==> src/rtl/lsu_lane_pkg.sv <==
package lsu_lane_pkg;
    localparam int WORD_W = 32;
    localparam int LANES  = WORD_W / 8;
    localparam int OFF_W  = $clog2(LANES);

    typedef enum logic [1:0] {
        SZ_BYTE = 2'b00,
        SZ_HALF = 2'b01,
        SZ_WORD = 2'b10,
        SZ_RSVD = 2'b11
    } lane_size_e;

    typedef struct packed {
        logic [WORD_W-1:0] ld;
        logic [WORD_W-1:0] wd;
        logic [LANES-1:0]  be;
        logic              mis;
    } lane_out_t;
endpackage

==> src/rtl/lsu_align_chk.sv <==
module lsu_align_chk
    import lsu_lane_pkg::*;
(
    input  logic [OFF_W-1:0] addr_lo,
    input  lane_size_e       size,
    output logic             mis
);
    always_comb begin
        case (size)
            SZ_BYTE: mis = 1'b0;
            SZ_HALF: mis = addr_lo[0];
            SZ_WORD: mis = |addr_lo;
            default: mis = 1'b1;
        endcase
    end
endmodule

==> src/rtl/lsu_load_ext.sv <==
module lsu_load_ext
    import lsu_lane_pkg::*;
(
    input  logic [WORD_W-1:0] rdata,
    input  logic [OFF_W-1:0]  addr_lo,
    input  lane_size_e        size,
    input  logic              sgn,
    input  logic              mis,
    output logic [WORD_W-1:0] ld
);
    logic [WORD_W-1:0] shifted;

    // Bring the addressed lane down to bit 0 (little endian).
    assign shifted = rdata >> {addr_lo, 3'b000};

    always_comb begin
        if (mis) begin
            ld = '0;
        end else begin
            case (size)
                SZ_BYTE: ld = {{(WORD_W-8){sgn & shifted[7]}}, shifted[7:0]};
                SZ_HALF: ld = {{(WORD_W-16){sgn & shifted[15]}}, shifted[15:0]};
                default: ld = shifted;
            endcase
        end
    end
endmodule

==> src/rtl/lsu_store_lane.sv <==
module lsu_store_lane
    import lsu_lane_pkg::*;
(
    input  logic [WORD_W-1:0] st_data,
    input  logic [OFF_W-1:0]  addr_lo,
    input  lane_size_e        size,
    input  logic              is_store,
    input  logic              mis,
    output logic [WORD_W-1:0] wd,
    output logic [LANES-1:0]  be
);
    always_comb begin
        case (size)
            SZ_BYTE: wd = {LANES{st_data[7:0]}};
            SZ_HALF: wd = {(LANES/2){st_data[15:0]}};
            default: wd = st_data;
        endcase
    end

    // One enable per lane, decoded from the offset and the access size.
    for (genvar k = 0; k < LANES; k++) begin : g_lane
        logic hit;
        always_comb begin
            case (size)
                SZ_BYTE: hit = (addr_lo == OFF_W'(k));
                SZ_HALF: hit = (addr_lo[OFF_W-1:1] == (OFF_W-1)'(k / 2));
                SZ_WORD: hit = 1'b1;
                default: hit = 1'b0;
            endcase
        end
        assign be[k] = is_store & ~mis & hit;
    end
endmodule

==> src/rtl/lsu_lane_unit.sv <==
module lsu_lane_unit
    import lsu_lane_pkg::*;
#(
    parameter bit OUT_REG = 1'b1
) (
    input  logic              clk,
    input  logic              rst_n,
    input  logic [1:0]        addr_lo,
    input  logic [1:0]        acc_size,
    input  logic              ld_signed,
    input  logic              is_store,
    input  logic [31:0]       mem_rdata,
    input  logic [31:0]       st_data,
    output logic [31:0]       ld_data,
    output logic [31:0]       wr_data,
    output logic [3:0]        wr_be,
    output logic              misalign
);
    lane_size_e        size;
    logic              mis;
    logic [WORD_W-1:0] ld_w;
    logic [WORD_W-1:0] wd_w;
    logic [LANES-1:0]  be_w;
    lane_out_t         out_d;
    lane_out_t         out_q;

    assign size = lane_size_e'(acc_size);

    lsu_align_chk u_align (
        .addr_lo (addr_lo),
        .size    (size),
        .mis     (mis)
    );

    lsu_load_ext u_load (
        .rdata   (mem_rdata),
        .addr_lo (addr_lo),
        .size    (size),
        .sgn     (ld_signed),
        .mis     (mis),
        .ld      (ld_w)
    );

    lsu_store_lane u_store (
        .st_data  (st_data),
        .addr_lo  (addr_lo),
        .size     (size),
        .is_store (is_store),
        .mis      (mis),
        .wd       (wd_w),
        .be       (be_w)
    );

    always_comb begin
        out_d     = '0;
        out_d.ld  = ld_w;
        out_d.wd  = wd_w;
        out_d.be  = be_w;
        out_d.mis = mis;
    end

    if (OUT_REG) begin : g_reg
        always_ff @(posedge clk or negedge rst_n) begin
            if (!rst_n) out_q <= '0;
            else        out_q <= out_d;
        end
    end else begin : g_comb
        assign out_q = out_d;
    end

    assign ld_data  = out_q.ld;
    assign wr_data  = out_q.wd;
    assign wr_be    = out_q.be;
    assign misalign = out_q.mis;
endmodule

==> config.mk <==
export PLATFORM = sky130hd
export DESIGN_NAME = lsu_lane_unit
export DESIGN_NICKNAME = d
export VERILOG_FILES = /design/src/rtl/lsu_lane_pkg.sv /design/src/rtl/lsu_align_chk.sv /design/src/rtl/lsu_load_ext.sv /design/src/rtl/lsu_store_lane.sv /design/src/rtl/lsu_lane_unit.sv
export SDC_FILE = /design/constraint.sdc
export NUM_CORES = 1
export LEC_CHECK = 0
export BUFFER_PORTS_ARGS = -buffer_cell sky130_fd_sc_hd__buf_2
export CORE_MARGIN = 2
export CORE_UTILIZATION = 30
export DETAILED_ROUTE_END_ITERATION = 8
export PLACE_DENSITY = 0.58
export SLEW_MARGIN = 20
export SYNTH_ARGS = -nofsm -noshare
export SYNTH_HDL_FRONTEND = slang
export SYNTH_SLANG_ARGS = --single-unit
==> constraint.sdc <==
create_clock -name clk -period 0.8 [get_ports clk]
set_clock_uncertainty 0.15 [all_clocks]
set_input_delay 0.08 -clock clk [delete_from_list [all_inputs] [get_ports clk]]
set_output_delay 0.08 -clock clk [all_outputs]
set_load 0.05 [all_outputs]
==> After elaboration in Yosys (flattened, before gate mapping) <==
Cells that the tools add are included.
{ "word_totals": {"out_inout_bits": 69, "reg_bits": 69} }
{ "op_classes": {"n_eq_ne": 5, "shifts": 1, "mux": 8, "bitwise_logic": 9, "reduce_logical": 3} }
{ "ops": {"columns": ["op", "count"], "rows": [
  ["32-bit one-hot mux with 2 select lines", 2],
  ["32-bit two-way mux", 1],
  ["32-bit by 5-bit right shift with 32-bit output", 1],
  ["1-bit one-hot mux with 3 select lines", 5],
  ["1-bit bitwise AND", 7],
  ["2-bit == test, second input constant", 3],
  ["2-bit by 1-bit == test with 1-bit output, second input constant", 2],
  ["2-bit logical NOT", 2],
  ["1-bit inverter", 2],
  ["2-bit OR reduction", 1]
]} }

==> Logic depth before layout (Yosys ltp) <==
{ "depth": {"ltp_word": 5, "ltp_mapped": 6, "ltp_nobuf": 4} }

==> Cells and area by module <==
Synthesis repeated with hierarchy kept, for this count alone.
{ "unflattened": {"hier_cells": 259, "hier_area_um2": 3074.2} }
{ "by_module_without_submodules": {"columns": ["module", "instances", "cells_per_inst", "area_per_inst_um2", "seq_area_each_um2"], "rows": [
  ["lsu_lane_unit", 1, 69, 1726.7, 1726.7],
  ["lsu_load_ext", 1, 121, 832.0, 0.0],
  ["lsu_store_lane", 1, 66, 501.7, 0.0],
  ["lsu_align_chk", 1, 3, 13.8, 0.0]
]} }

==> Worst setup path after synthesis <==
No wires, ideal clock.
{ "synth_path": {"kind": "input port to flip-flop", "from": "input acc_size[1]", "to": "register out_q (netlist bit wr_data[11])", "slack_ns": -0.610, "required_time_ns": 0.525, "n_path_buf": 2, "arrival_ns": 1.136, "stages": 4, "cell_sequence": "buf_2 > nor2_1 > buf_2 > mux2_2"} }
{ "synth_via": {"elab_chain_cells": 2, "elab_cells_between_ends": 3, "cone_classes": "1 x eq/ne; 1 x mux; 1 x reduce/logical"} }
{ "synth_rtl": {"columns": ["item", "line_no", "source"], "rows": [
  ["start: declaration", "lsu_lane_unit.sv:9", "input logic [1:0] acc_size,"],
  ["2-bit by 1-bit == test with 1-bit output / 2-bit logical NOT (equally long branches)", "lsu_store_lane.sv:13", "case (size)"],
  ["32-bit one-hot mux with 2 select lines (*)", "lsu_store_lane.sv:13", null],
  ["net u_store.wd[11]", "lsu_store_lane.sv:9", "output logic [WORD_W-1:0] wd,"],
  ["end signal: assignment", "lsu_lane_unit.sv:65", "else out_q <= out_d;"],
  ["end: declaration", "lsu_lane_unit.sv:25", "lane_out_t out_q;"]
]} }
Mark *: on every way through the listed nets, which the timed path passes. The rest lies on a longest branch.

==> Final worst setup path <==
{ "layout_path": {"from": "register out_q (netlist bit wr_be[0])", "to": "output wr_be[0]"} }
{ "layout_rtl": {"columns": ["item", "line_no", "source"], "rows": [
  ["end: declaration", "lsu_lane_unit.sv:16", "output logic [3:0] wr_be,"]
]} }
No word-level cell between the ends.

==> results.py <==
metrics = {
    "run_status": {
        "status": "complete, but fails checks",
        "failed_checks": "negative hold slack, negative setup slack",
    },
    "logic_synthesis": {
        "synth_nets": 319,
        "yosys-top-cells-area": "dfrtp_1, mux2i_1, mux2_2",
        "synth_edf_count": 0,
        "yosysSeqAreaShare_pct": 58.8,
        "synthAdderAreaFrac_pct": 0,
        "netlist_area_sq_um": 2940,
        "synth_compound_area_share_pct": 11.2,
        "yosysTopAreaCell": "dfrtp_1",
        "synth_cell_types": 30,
        "yosys.area.top_type_share_pct": 58.8,
        "synth_top_family_by_area": "multiplexers",
        "synth_xor_area_share_pct": 0.298,
        "ys_warn_count": 0,
        "synth_common_cells": "dfrtp_1, nand2_1, mux2i_1",
        "async_reset_ff_share_pct": 100,
        "ys_ff_latch": 69,
        "synth_flop_cell": "dfrtp_1",
        "synthCells": 247,
        "synthMuxAreaShare_pct": 15.1,
        "yosysMostFrequentCell": "dfrtp_1",
        "avgSynthCellArea_sq_um": 11.9,
        "synthSimpleGateAreaFrac_pct": 10.7,
    },
    "place": {
        "placed_area_sq_um": 4120,
        "dp.cells": 530,
        "place_congestion": 0.790,
        "pre_cts_slack_ns": -0.757,
        "numPortBuffers": 140,
        "dp_hpwl_um": 6250,
    },
    "global_routing": {
        "grt_max_degree": 50,
        "grt-ovfl-total": 0,
        "track_usage_pct": 19.1,
        "antenna_found_initial": 0,
        "grt_pass1_wl_um": 15200,
        "grt_pass1_vias": 2923,
    },
    "timing": {
        "worstMarginPinSlew_ns": 0.317,
        "setup_viol": 123,
        "fin_setup_tns_ns": -31.20,
        "relSlewSlack_pct": 78.2,
        "fmax_ghz": 0.871,
        "min_period_over_period_pct": 144,
        "timing_hold_violations_final": 53,
        "rsz0062_at_grt": "true",
        "drv_slew": 0,
        "period_minus_slack_ns": 1.15,
        "timing.hold.ws_ns": -0.196,
        "layout_setup_ws_ns": -0.349,
    },
    "worst_setup_path": {
        "end_kind": "primary output",
        "start_kind": "flip-flop",
        "crit_arrival_ns": 0.92,
        "crit_path_max_incr_delay_ns": 0.42,
        "crit_family": "flip-flops",
        "crit_path_max_fanout": 1,
        "path_cells": "buf_6",
        "cp.buffers_inverters": 1,
        "cp_slowest_cell": "dfrtp_2",
        "crit_type": "reg -> out",
        "cp.required_ns": 0.57,
    },
    "worst_hold_path": {
        "hold_class": "in -> reg",
        "worstHoldStart": "st_data[23]",
        "min_to": "wr_data[23]$_DFF_PN0_",
        "holdPathStages": 2,
    },
    "power_and_ir_drop": {
        "p_leak_nw": 2.59,
        "power.density_nw_per_um2": 1690,
        "vdd_ir_drop_max_v": 0.000758,
        "power_mw": 9.37,
    },
    "clock_network": {
        "cts_root_buf": "clkbuf_8",
        "cts.path.max_buffers": 2,
        "cts.sinks": 69,
        "path_clk_slew_ns": 0.08,
        "htreeDepth": 3,
        "cts_inserted_buffers": 9,
        "tritoncts": "built",
    },
    "floorplanning": {
        "start_util_pct": 30.5,
        "core-area_sq_um": 9640,
        "dieArea_sq_um": 10600,
        "rows": 36,
        "die_y_um": 103,
        "num_io_pins": 141,
        "die_x_um": 103,
    },
    "final_layout": {
        "final_nets": 516,
        "num_antenna_cells": 0,
        "fin_area_sq_um": 5550,
        "final_cells": 582,
        "ff_latch_area_sq_um": 1800,
        "final_util_pct": 57.6,
        "multi_input_area_sq_um": 1430,
        "area_growth_pct": 89.0,
        "drive_gt1_share_pct": 75.7,
        "fill_cells": 809,
    },
    "detailed_routing": {
        "vias": 2774,
        "route.antenna.remaining_nets": 0,
        "first_iter_violations": 68,
        "vias_per_cell": 4.77,
        "routedWlPerCell_um": 17.3,
        "drt-total-wl_um": 10100,
        "firstDrtPassIters": 4,
        "drc": 0,
    },
    "flow_run": {
        "drv_cap": 0,
    },
}
[power by group]
part / internal, mW / switching (mW)
logic: 1.30 / 1.67
clock network: 1.12 / 1.40
registers: 3.75 / 0.119
total: 6.17 / 3.20
[cell usage in the layout (no fill, tap or decap), drive strengths merged]
cell / count
bufbuf: 2
a21boi: 2
o2111ai: 1
xor2: 1
mux2: 16
nor3: 4
o221a: 1
dlygate4sd3: 17
buf: 186
or3b: 1
dlymetal6s4s: 1
nand3b: 2
a21oi: 4
mux2i: 24
mux4: 1
nand2: 28
nor2: 17
o21ai: 18
a211oi: 21
and2: 1
dfrtp: 69
nor2b: 11
clkinvlp: 1
nand2b: 1
clkinv: 5
o211ai: 1
nor3b: 2
clkbuf: 10
or2: 1
[state kept, by name, summed over array words and instances, names as in the netlist]
signal and cells:
ld_data 32, wr_be 4, misalign 1, wr_data 32
[worst max-delay path by stage]
stage	start	to	slack [ns]	depth (start not counted)
final	wr_be[0]$_DFF_PN0_	wr_be[0]	-0.35	1
after global routing	wr_be[3]$_DFF_PN0_	wr_be[3]	-0.38	1
after CTS	wr_be[3]$_DFF_PN0_	wr_be[3]	-0.37	1
after detailed placement	addr_lo[1]	ld_data[9]$_DFF_PN0_	-0.76	5
after global placement	addr_lo[1]	ld_data[11]$_DFF_PN0_	-0.69	5
after floorplan	addr_lo[1]	ld_data[10]$_DFF_PN0_	-0.53	6
[metal layers]
layer,GRT usage (%),vias up,wire [um]
met5,0,-,0
met4,9.31,0,254
met3,2.85,21,475
met2,31.6,99,5230
met1,24.6,1396,4120
li1,-,1258,-
[kinds of logic (layout without fill, tap and decap cells)]
| family | after synthesis | in the layout |
|---|---|---|
| compound gates | 48 | 48 |
| xor+xnor | 1 | 1 |
| mux | 41 | 41 |
| simple gates | 68 | 68 |
| buf+inv | 20 | 222 |
| flops | 69 | 69 |
[final cells by class]
type,instances,area share [%]
timing repair buffer,206,35.7
sequential,69,32.5
multi-input combinational,158,25.8
tap,133,3.00
clock buffer,10,2.30
clock inverter,6,0.722
[repair_timing]
item,4_1_cts,5_1_grt
gates cloned,5,0
hold endpoints to repair,135,61
gates resized for setup,211,33
hold buffers,19,9
pin swaps,14,12
setup endpoints to repair,121,128
buffers inserted,9,4
Note: power is estimated with default switching activity, not from simulation.
